## src/rtl/bct_pkg.sv

```systemverilog
package bct_pkg;

    localparam int CODE_W = 2;
    localparam int WAIT_W = 6;
    localparam int HOLD_W = CODE_W + 1;

    typedef enum logic [1:0] {
        ST_IDLE  = 2'd0,
        ST_SETUP = 2'd1,
        ST_DATA  = 2'd2,
        ST_HOLD  = 2'd3
    } bct_state_e;

    typedef struct packed {
        logic              is_read;
        logic [CODE_W-1:0] setup;
        logic [WAIT_W-1:0] wait_pri;
        logic [WAIT_W-1:0] wait_sec;
        logic              sec_en;
        logic              auto_ack;
        logic [CODE_W-1:0] wr_hold;
        logic [CODE_W-1:0] rd_hold;
        logic              strobe_ext;
    } bct_cfg_t;

    // Number of hold cycles after chip select negates.
    function automatic logic [HOLD_W-1:0] hold_len(bct_cfg_t c);
        if (c.is_read)
            return HOLD_W'(c.rd_hold) + HOLD_W'(!c.auto_ack);
        else
            return HOLD_W'(c.wr_hold) + HOLD_W'(1);
    endfunction

    // Wait count for a beat that follows another beat of the same burst.
    function automatic logic [WAIT_W-1:0] follow_wait(bct_cfg_t c);
        return c.sec_en ? c.wait_sec : c.wait_pri;
    endfunction

endpackage

```

## src/rtl/bct_cfg_reg.sv

```systemverilog
module bct_cfg_reg
    import bct_pkg::*;
(
    input  logic     clk,
    input  logic     rst,
    input  logic     load,
    input  bct_cfg_t d,
    output bct_cfg_t q
);
    always_ff @(posedge clk) begin
        if (rst)
            q <= '0;
        else if (load)
            q <= d;
    end
endmodule

```

## src/rtl/bct_seq.sv

```systemverilog
module bct_seq
    import bct_pkg::*;
(
    input  logic              clk,
    input  logic              rst,
    input  logic              start,
    input  logic [CODE_W-1:0] setup_live,
    input  bct_cfg_t          cfg,
    input  logic              ext_ack,
    input  logic              last_beat,
    output bct_state_e        state,
    output logic              accept,
    output logic              beat_done
);
    logic [WAIT_W-1:0] cnt;
    logic [HOLD_W-1:0] hold_cycles;

    assign accept      = (state == ST_IDLE) && start;
    assign hold_cycles = hold_len(cfg);
    assign beat_done   = (state == ST_DATA) &&
                         (cfg.auto_ack ? (cnt == '0) : ext_ack);

    always_ff @(posedge clk) begin
        if (rst) begin
            state <= ST_IDLE;
            cnt   <= '0;
        end else begin
            unique case (state)
                ST_IDLE: begin
                    if (accept) begin
                        state <= ST_SETUP;
                        cnt   <= WAIT_W'(setup_live);
                    end
                end
                ST_SETUP: begin
                    if (cnt == '0) begin
                        state <= ST_DATA;
                        cnt   <= cfg.wait_pri;
                    end else begin
                        cnt <= cnt - 1'b1;
                    end
                end
                ST_DATA: begin
                    if (beat_done) begin
                        if (!last_beat) begin
                            cnt <= follow_wait(cfg);
                        end else if (hold_cycles == '0) begin
                            state <= ST_IDLE;
                        end else begin
                            state <= ST_HOLD;
                            cnt   <= WAIT_W'(hold_cycles) - 1'b1;
                        end
                    end else if (cnt != '0) begin
                        cnt <= cnt - 1'b1;
                    end
                end
                ST_HOLD: begin
                    if (cnt == '0)
                        state <= ST_IDLE;
                    else
                        cnt <= cnt - 1'b1;
                end
                default: state <= ST_IDLE;
            endcase
        end
    end
endmodule

```

## src/rtl/bct_strobe_gen.sv

```systemverilog
module bct_strobe_gen
    import bct_pkg::*;
(
    input  logic       clk,
    input  logic       rst,
    input  logic       accept,
    input  bct_state_e state,
    input  logic       stretch,
    output logic       strobe
);
    always_ff @(posedge clk) begin
        if (rst)
            strobe <= 1'b0;
        else
            strobe <= accept || (stretch && state == ST_SETUP);
    end
endmodule

```

## src/rtl/bus_cycle_timer.sv

```systemverilog
module bus_cycle_timer
    import bct_pkg::*;
(
    input  logic              clk,
    input  logic              rst,
    input  logic              start,
    input  logic              is_read,
    input  logic              last_beat,
    input  logic              ext_ack,
    input  logic [CODE_W-1:0] setup_code,
    input  logic [WAIT_W-1:0] wait_pri,
    input  logic [WAIT_W-1:0] wait_sec,
    input  logic              sec_wait_en,
    input  logic              auto_ack_en,
    input  logic [CODE_W-1:0] wr_hold_code,
    input  logic [CODE_W-1:0] rd_hold_code,
    input  logic              strobe_ext,
    output logic              addr_drive,
    output logic              addr_strobe,
    output logic              cs_n,
    output logic              beat_ack,
    output logic              hold_phase
);
    bct_cfg_t   cfg_in;
    bct_cfg_t   cfg_q;
    bct_state_e state;
    logic       accept;
    logic       beat_done;
    logic       auto_q;

    always_comb begin
        cfg_in.is_read    = is_read;
        cfg_in.setup      = setup_code;
        cfg_in.wait_pri   = wait_pri;
        cfg_in.wait_sec   = wait_sec;
        cfg_in.sec_en     = sec_wait_en;
        cfg_in.auto_ack   = auto_ack_en;
        cfg_in.wr_hold    = wr_hold_code;
        cfg_in.rd_hold    = rd_hold_code;
        cfg_in.strobe_ext = strobe_ext;
    end

    bct_cfg_reg u_cfg (
        .clk  (clk),
        .rst  (rst),
        .load (accept),
        .d    (cfg_in),
        .q    (cfg_q)
    );

    bct_seq u_seq (
        .clk        (clk),
        .rst        (rst),
        .start      (start),
        .setup_live (setup_code),
        .cfg        (cfg_q),
        .ext_ack    (ext_ack),
        .last_beat  (last_beat),
        .state      (state),
        .accept     (accept),
        .beat_done  (beat_done)
    );

    bct_strobe_gen u_stb (
        .clk     (clk),
        .rst     (rst),
        .accept  (accept),
        .state   (state),
        .stretch (cfg_q.strobe_ext),
        .strobe  (addr_strobe)
    );

    assign auto_q     = cfg_q.auto_ack;
    assign addr_drive = (state != ST_IDLE);
    assign cs_n       = (state != ST_DATA);
    assign hold_phase = (state == ST_HOLD);
    assign beat_ack   = beat_done;
endmodule

```

## config.mk

```make
export PLATFORM = sky130hd
export DESIGN_NAME = bus_cycle_timer
export DESIGN_NICKNAME = d
export VERILOG_FILES = /design/src/rtl/bct_pkg.sv /design/src/rtl/bct_cfg_reg.sv /design/src/rtl/bct_seq.sv /design/src/rtl/bct_strobe_gen.sv /design/src/rtl/bus_cycle_timer.sv
export SDC_FILE = /design/constraint.sdc
export NUM_CORES = 1
export LEC_CHECK = 0
export BUFFER_PORTS_ARGS = -buffer_cell sky130_fd_sc_hd__buf_2
export CELL_PAD_IN_SITES_DETAIL_PLACEMENT = 1
export CELL_PAD_IN_SITES_GLOBAL_PLACEMENT = 1
export CORE_ASPECT_RATIO = 2
export CORE_MARGIN = 4
export CORE_UTILIZATION = 37
export CTS_BUF_LIST = sky130_fd_sc_hd__clkbuf_8
export CTS_CLUSTER_DIAMETER = 150
export CTS_CLUSTER_SIZE = 24
export DETAILED_ROUTE_END_ITERATION = 10
export PLACE_DENSITY_LB_ADDON = 0.1
export SLEW_MARGIN = 30
export SYNTH_ARGS = -nofsm -noshare
export SYNTH_HDL_FRONTEND = slang
export SYNTH_SLANG_ARGS = --single-unit
```

## constraint.sdc

```tcl
create_clock -name clk -period 2.1 [get_ports clk]
set_clock_uncertainty 0.15 [all_clocks]
set_input_delay 0.21 -clock clk [delete_from_list [all_inputs] [get_ports clk]]
set_output_delay 0.21 -clock clk [all_outputs]
set_load 0.01 [all_outputs]
```

# Yosys cells after proc, flatten, opt, wreduce, memory -nomap -nowiden
# Cells that the tools add are included.
[word_totals]
register_bits = 29
latch_bits = 0
mem_bits_rw = 0
mem_bits_ro = 0
input_bits = 27
wordCells = 57
mem_count = 0
[op_classes]
n_addsub = 4
mul = 0
n_div = 0
order_cmp = 0
eq_ne = 12
shift = 0
n_mux = 18
bitwise = 0
reduce_logical = 12
[op_table]
columns = ["cell", "count"]
rows = [
  ["$mux 6", 8],
  ["$pmux 6 s4", 1],
  ["$mux 2", 6],
  ["$ne 2x2->1 const B", 4],
  ["$pmux 2 s4", 1],
  ["$logic_not 6->1", 1],
  ["$ne 2x1->1 const B", 3],
  ["$reduce_bool 6->1", 1],
  ["$sub 6x1->6 const B", 1],
  ["$reduce_and 5->1", 1],
  ["$eq 2x2->1 const B", 2],
  ["$ne 4x4->1 const B", 1],
  ["$reduce_and 4->1", 1],
  ["$sub 3x1->4 const B", 1],
  ["$add 2x1->3", 1],
  ["$add 2x1->3 const B", 1],
  ["$logic_and 1x1->1", 3],
  ["$logic_not 3->1", 1],
  ["$mux 3", 1],
  ["$ne 3x3->1 const B", 1],
  ["$eq 2x1->1 const B", 1],
  ["$logic_not 2->1", 1],
  ["$reduce_bool 2->1", 1],
  ["$logic_not 1->1", 1],
  ["other kinds (2)", 2],
]

# Depth between registers and ports, before layout
[logic_depth]
word_depth = 8
ltp_mapped = 10
ltp_nobuf = 10

# Modules after synthesis
# A second synthesis with hierarchy kept.
[hier_totals]
cells_unflattened = 212
area_unflattened_um2 = 1905.6
[by_module_without_submodules]
columns = ["mod", "instances", "cells_per_inst", "area_per_inst_um2"]
rows = [
  ["bct_seq", 1, 134, 1047.3],
  ["bct_cfg_reg", 1, 71, 802.0],
  ["bct_strobe_gen", 1, 4, 36.3],
  ["bus_cycle_timer", 1, 3, 20.0],
]

# Worst setup path after synthesis
# Ideal clock, no wire load.
[synth_path]
path_type = "flip-flop to flip-flop"
startpoint = "register u_cfg.q[5] (netlist name)"
endpoint = "register u_seq.cnt[3]"
setup_time_ns = 0.070
arrival_ns = 1.921
required_ns = 1.880
slack_ns = -0.042
path_stages_with_launch = 8
n_path_buf = 0
period_less_slack_ns = 2.142
path_cell_list = "dfxtp_1 inv_1 ha_1 nand2b_1 or3_1 a211o_1 a21oi_2 o2bb2ai_1"
[synth_via]
elab_chain_cells = 8
[synth_rtl]
columns = ["element", "line_no", "rtl"]
rows = [
  ["start: declaration", "bct_cfg_reg.sv:8", "output bct_cfg_t q"],
  ["start signal: assignment", "bct_cfg_reg.sv:12", "q <= '0;"],
  ["start signal: assignment", "bct_cfg_reg.sv:14", "q <= d;"],
  ["$logic_not 1->1", "bct_pkg.sv:29", "return HOLD_W'(c.rd_hold) + HOLD_W'(!c.auto_ack);"],
  ["$add 2x1->3", "bct_pkg.sv:29", ""],
  ["$mux 3", "bct_pkg.sv:28", "if (c.is_read)"],
  ["$sub 3x1->4", "bct_seq.sv:51", "cnt <= WAIT_W'(hold_cycles) - 1'b1;"],
  ["$mux 6", "bct_seq.sv:47", "end else if (hold_cycles == '0) begin"],
  ["$mux 6", "bct_seq.sv:45", "if (!last_beat) begin"],
  ["$mux 6", "bct_seq.sv:44", "if (beat_done) begin"],
  ["$pmux 6 s4", "bct_seq.sv:28", "unique case (state)"],
  ["end signal: assignment", "bct_seq.sv:32", "cnt <= WAIT_W'(setup_live);"],
  ["end signal: assignment", "bct_seq.sv:46", "cnt <= follow_wait(cfg);"],
  ["end signal: assignment", "bct_seq.sv:51", ""],
  ["end: declaration", "bct_seq.sv:15", "logic [WAIT_W-1:0] cnt;"],
]
# Several ways; a longest one is shown, not always the timed one. The select of a mux whose other input is x is not followed.
# A chain may end at the register's enable or synchronous reset.

# Worst setup path after layout
[layout_path]
startpoint = "register u_cfg.q[3] (netlist name)"
endpoint = "register u_seq.cnt[4]"
[layout_via]
elab_chain_cells = 7
[layout_rtl]
columns = ["element", "line_no", "rtl"]
rows = [
  ["$add 2x1->3 *", "bct_pkg.sv:31", "return HOLD_W'(c.wr_hold) + HOLD_W'(1);"],
  ["$mux 3 *", "bct_pkg.sv:28", ""],
  ["$sub 3x1->4", "bct_seq.sv:51", ""],
  ["$mux 6", "bct_seq.sv:47", ""],
  ["$mux 6", "bct_seq.sv:45", ""],
  ["$mux 6", "bct_seq.sv:44", ""],
  ["$pmux 6 s4", "bct_seq.sv:28", ""],
]
# Mark *: on every way between the ends. The rest lies on a longest branch, timed or not. The select of a mux whose other input is x is not followed.

==> results.py <==
metrics = {
    "timing": {
        "setup_viol_count_final": 0,
        "timing_worst_slew_pin_value_ps": 403,
        "slew_viol_final": 0,
        "timing.final.crit_period_ps": 2080,
        "fin_tns_setup_ps": 0,
        "whs_ps": 3.43,
        "final.setup.worst_slack_ps": 23.3,
        "final_hold_viol_count": 0,
        "timing.max_slew.rel_slack": 0.729,
        "finalCritPeriodShare": 0.989,
        "timing.fmax_mhz": 482,
        "grt_setup_unrepaired": "true",
    },
    "cts": {
        "cts_hold_buffers": 0,
        "max_root_sink_buffers": 2,
        "cts_tree": "yes",
        "tritoncts_num_sinks": 29,
        "clock_insertion_delay_worst_skew_ps": 280,
        "clkTransAtPathRegs_ps": 70,
        "numCtsBuffers": 5,
        "ctsHtreeMaxLevel": 2,
        "cts_root_buffer": "sky130_fd_sc_hd__clkbuf_8",
    },
    "placement": {
        "hpwl_microns": 4430,
        "post_dp_area_sq_um": 2120,
        "placement.setup.worst_slack_ps": -329,
        "placedCellCount": 329,
        "number_of_input_and_output_port_buffers_inserted": 31,
        "gp_routability_congestion": 0.846,
    },
    "flow_run": {
        "max_cap_violations": 0,
    },
    "setup_path": {
        "worstSetupStartpointType": "register",
        "worst-path-buf-inv": 0,
        "arrival_ps": 2140,
        "end_kind": "register",
        "cp_data_required_time_ps": 2160,
        "path_depth": 6,
        "crit_path_max_incr_delay_ps": 500,
        "timing.setup.critical_path_class": "register to register",
        "critical_path.max_fanout": 3,
        "cell_by_cell_listing_of_the_critical_path": "ha_4 -> or4b_4 -> o31a_4 -> a211o_1 -> a21oi_2 -> o2bb2ai_1",
        "r2r.worst_path.cells": 6,
        "slowest_stage": "sky130_fd_sc_hd__or4b_4",
        "cp_top_family": "compound AO/OA/AOI/OAI gates",
    },
    "logic_synthesis": {
        "yosysUniqueCellTypes": 50,
        "synth_simple_gate_area_frac": 0.246,
        "largest_family_of_logic_cells_by_synthesized_area": "compound AO/OA/AOI/OAI gates",
        "synth.cell_area_sq_um": 1730,
        "avgSynthCellArea_sq_um": 7.65,
        "ys_seq_elements": 29,
        "synth_mux_area_frac": 0.0289,
        "async_reset_ff_frac": 0,
        "xor_xnor_fraction_of_synth_area": 0.0152,
        "synth_seq_area_share": 0.336,
        "synth_enable_flop_cells": 0,
        "post_synth_inst_count": 226,
        "post_synth_fa_ha_maj_area_fraction": 0.0434,
        "synth_compound_area_frac": 0.279,
        "synth.largest_area_cell": "sky130_fd_sc_hd__dfxtp_1",
        "synth_fp_nets": 259,
        "synth_top_area_frac": 0.336,
        "synth_top_flop_cell": "sky130_fd_sc_hd__dfxtp_1",
        "synth.top_cells.by_area": "sky130_fd_sc_hd__dfxtp_1 34%, sky130_fd_sc_hd__nand2_1 12%, sky130_fd_sc_hd__a21oi_1 7.5%",
        "yosys_warnings": 0,
    },
    "pwr": {
        "cellPowerDensity_nw_per_um2": 1260,
        "peakVddDrop_mv": 0.629,
        "p_leak_nw": 1.02,
    },
    "layout": {
        "mostFrequentLayoutCells": "53 x sky130_fd_sc_hd__nand2_1, 31 x sky130_fd_sc_hd__buf_2, 28 x sky130_fd_sc_hd__buf_4",
        "area_growth_syn_to_layout_pct": 39.3,
        "final_cell_count_no_fill": 339,
        "layout.nets": 316,
        "fillers": 580,
        "final_layout_size_suffix_gt1_frac": 0.345,
        "post-route-cell-area_sq_um": 2410,
        "layout.cells.most_common": "sky130_fd_sc_hd__nand2_1",
        "diodes": 0,
    },
    "drt": {
        "route.detailed.wl_per_inst_microns": 16.7,
        "drt.antenna.violating_nets": 0,
        "detailed_routing_iterations_pass_1": 4,
        "detailed_route_drc_error_count": 0,
        "detail_route.iter0.violations": 64,
        "routed_wirelength_microns": 5680,
        "routed-via-count": 1894,
        "via_per_inst": 5.59,
    },
    "status": {
        "result_of_the_run": "finished clean",
    },
    "global_routing": {
        "grt_pass1_vias": 1971,
        "number_of_antenna_violations_at_the_first_check_in_global_routing": 0,
        "grt_max_degree": 24,
        "grt_overflow_total": 0,
        "grt_usage": 0.203,
        "global_route_wire_length_before_repair_microns": 9450,
    },
    "floorplanning": {
        "die_y_microns": 105,
        "die-area_sq_um": 5900,
        "cell_row_count": 35,
        "core_region_area_sq_um": 4550,
        "num_io_pins": 32,
        "initial_core_util": 0.380,
        "die_width_microns": 56.3,
    },
    "min_path": {
        "min_delay_path_depth": 3,
        "hold_path_class": "input port to register",
    },
}
==> stage by stage <==
step / util / power (mW)
3_5_place_dp: 0.465 / 2.26
6_report: 0.529 / 3.04
5_1_grt: 0.529 / 3.28
3_3_place_gp: 0.465 / 2.23
4_1_cts: 0.507 / 2.94
2_1_floorplan: - / 1.67
==> cell type report <==
class / count / area (sq um) / share of cell area
sequential: 29 / 586 / 0.243
multi-input combinational: 175 / 1210 / 0.502
tap: 55 / 68.8 / 0.0286
clock inverter: 2 / 33.8 / 0.0140
inverter: 11 / 41.3 / 0.0171
clock buffer: 6 / 82.6 / 0.0343
timing repair buffer: 61 / 388 / 0.161
==> report_power, final <==
group	switching (mW)	total, mW	internal [mW]
Combinational	0.871	1.64	0.767
Clock	0.220	0.601	0.382
Sequential	0.124	0.797	0.673
==> what timing repair did <==
| action | in CTS | in global routing |
|---|---|---|
| hold endpoints to repair | 0 | 0 |
| pin swaps | 6 | 11 |
| setup endpoints to repair | 7 | 8 |
| gates resized for setup | 14 | 19 |
| buffers inserted | 1 | 1 |
==> cells in the mapped netlist (all sizes together), types with 3 or more instances <==
| library cell | n |
|---|---|
| a211oi | 6 |
| nor3 | 6 |
| o211ai | 6 |
| o31ai | 3 |
| o21ai | 8 |
| buf | 3 |
| a21oi | 27 |
| o2bb2ai | 3 |
| ha | 6 |
| clkbuf | 8 |
| nor2 | 5 |
| nand2 | 53 |
| nor2b | 3 |
| a222oi | 3 |
| and3 | 3 |
| mux2i | 5 |
| dfxtp | 29 |
| nand3 | 4 |
| inv | 10 |
| nand2b | 4 |
==> worst min-delay path: stages <==
cell and delay (ps):
sky130_fd_sc_hd__buf_2 90, sky130_fd_sc_hd__nand2_1 40, sky130_fd_sc_hd__a21oi_1 50
==> cells by family after synthesis <==
group | after synthesis
multiplexers | 5
flip-flops | 29
adder cells (fa/ha/maj) | 6
XOR/XNOR | 3
buffers and inverters | 22
AND/OR/NAND/NOR | 89
AO/OA/AOI/OAI | 72
==> state kept, by name (all words and copies together) (netlist names) <==
register	count
u_cfg.q	20
u_seq.cnt	6
u_seq.state	2
u_stb.strobe	1
==> layer usage <==
layer  vias to the layer above  routed length, microns  global-route usage
met3                        14                     143              0.0297
met4                         0                     185              0.0951
met2                        37                    3300               0.385
li1                        931                       -                   -
met1                       912                    2050               0.208
met5                         -                       0                   0
==> final timing paths <==
kind                       startpoint                         to  slack, ps
max reg2reg   u_cfg.q[3]$_SDFFE_PP0P_  u_seq.cnt[4]$_SDFFE_PP0P_         20
min reg2reg  u_cfg.q[12]$_SDFFE_PP0P_   u_cfg.q[12]$_SDFFE_PP0P_        310
max           u_cfg.q[3]$_SDFFE_PP0P_  u_seq.cnt[4]$_SDFFE_PP0P_         20
min                       wait_pri[4]   u_cfg.q[17]$_SDFFE_PP0P_          3
(Power assumes the default switching activity.)
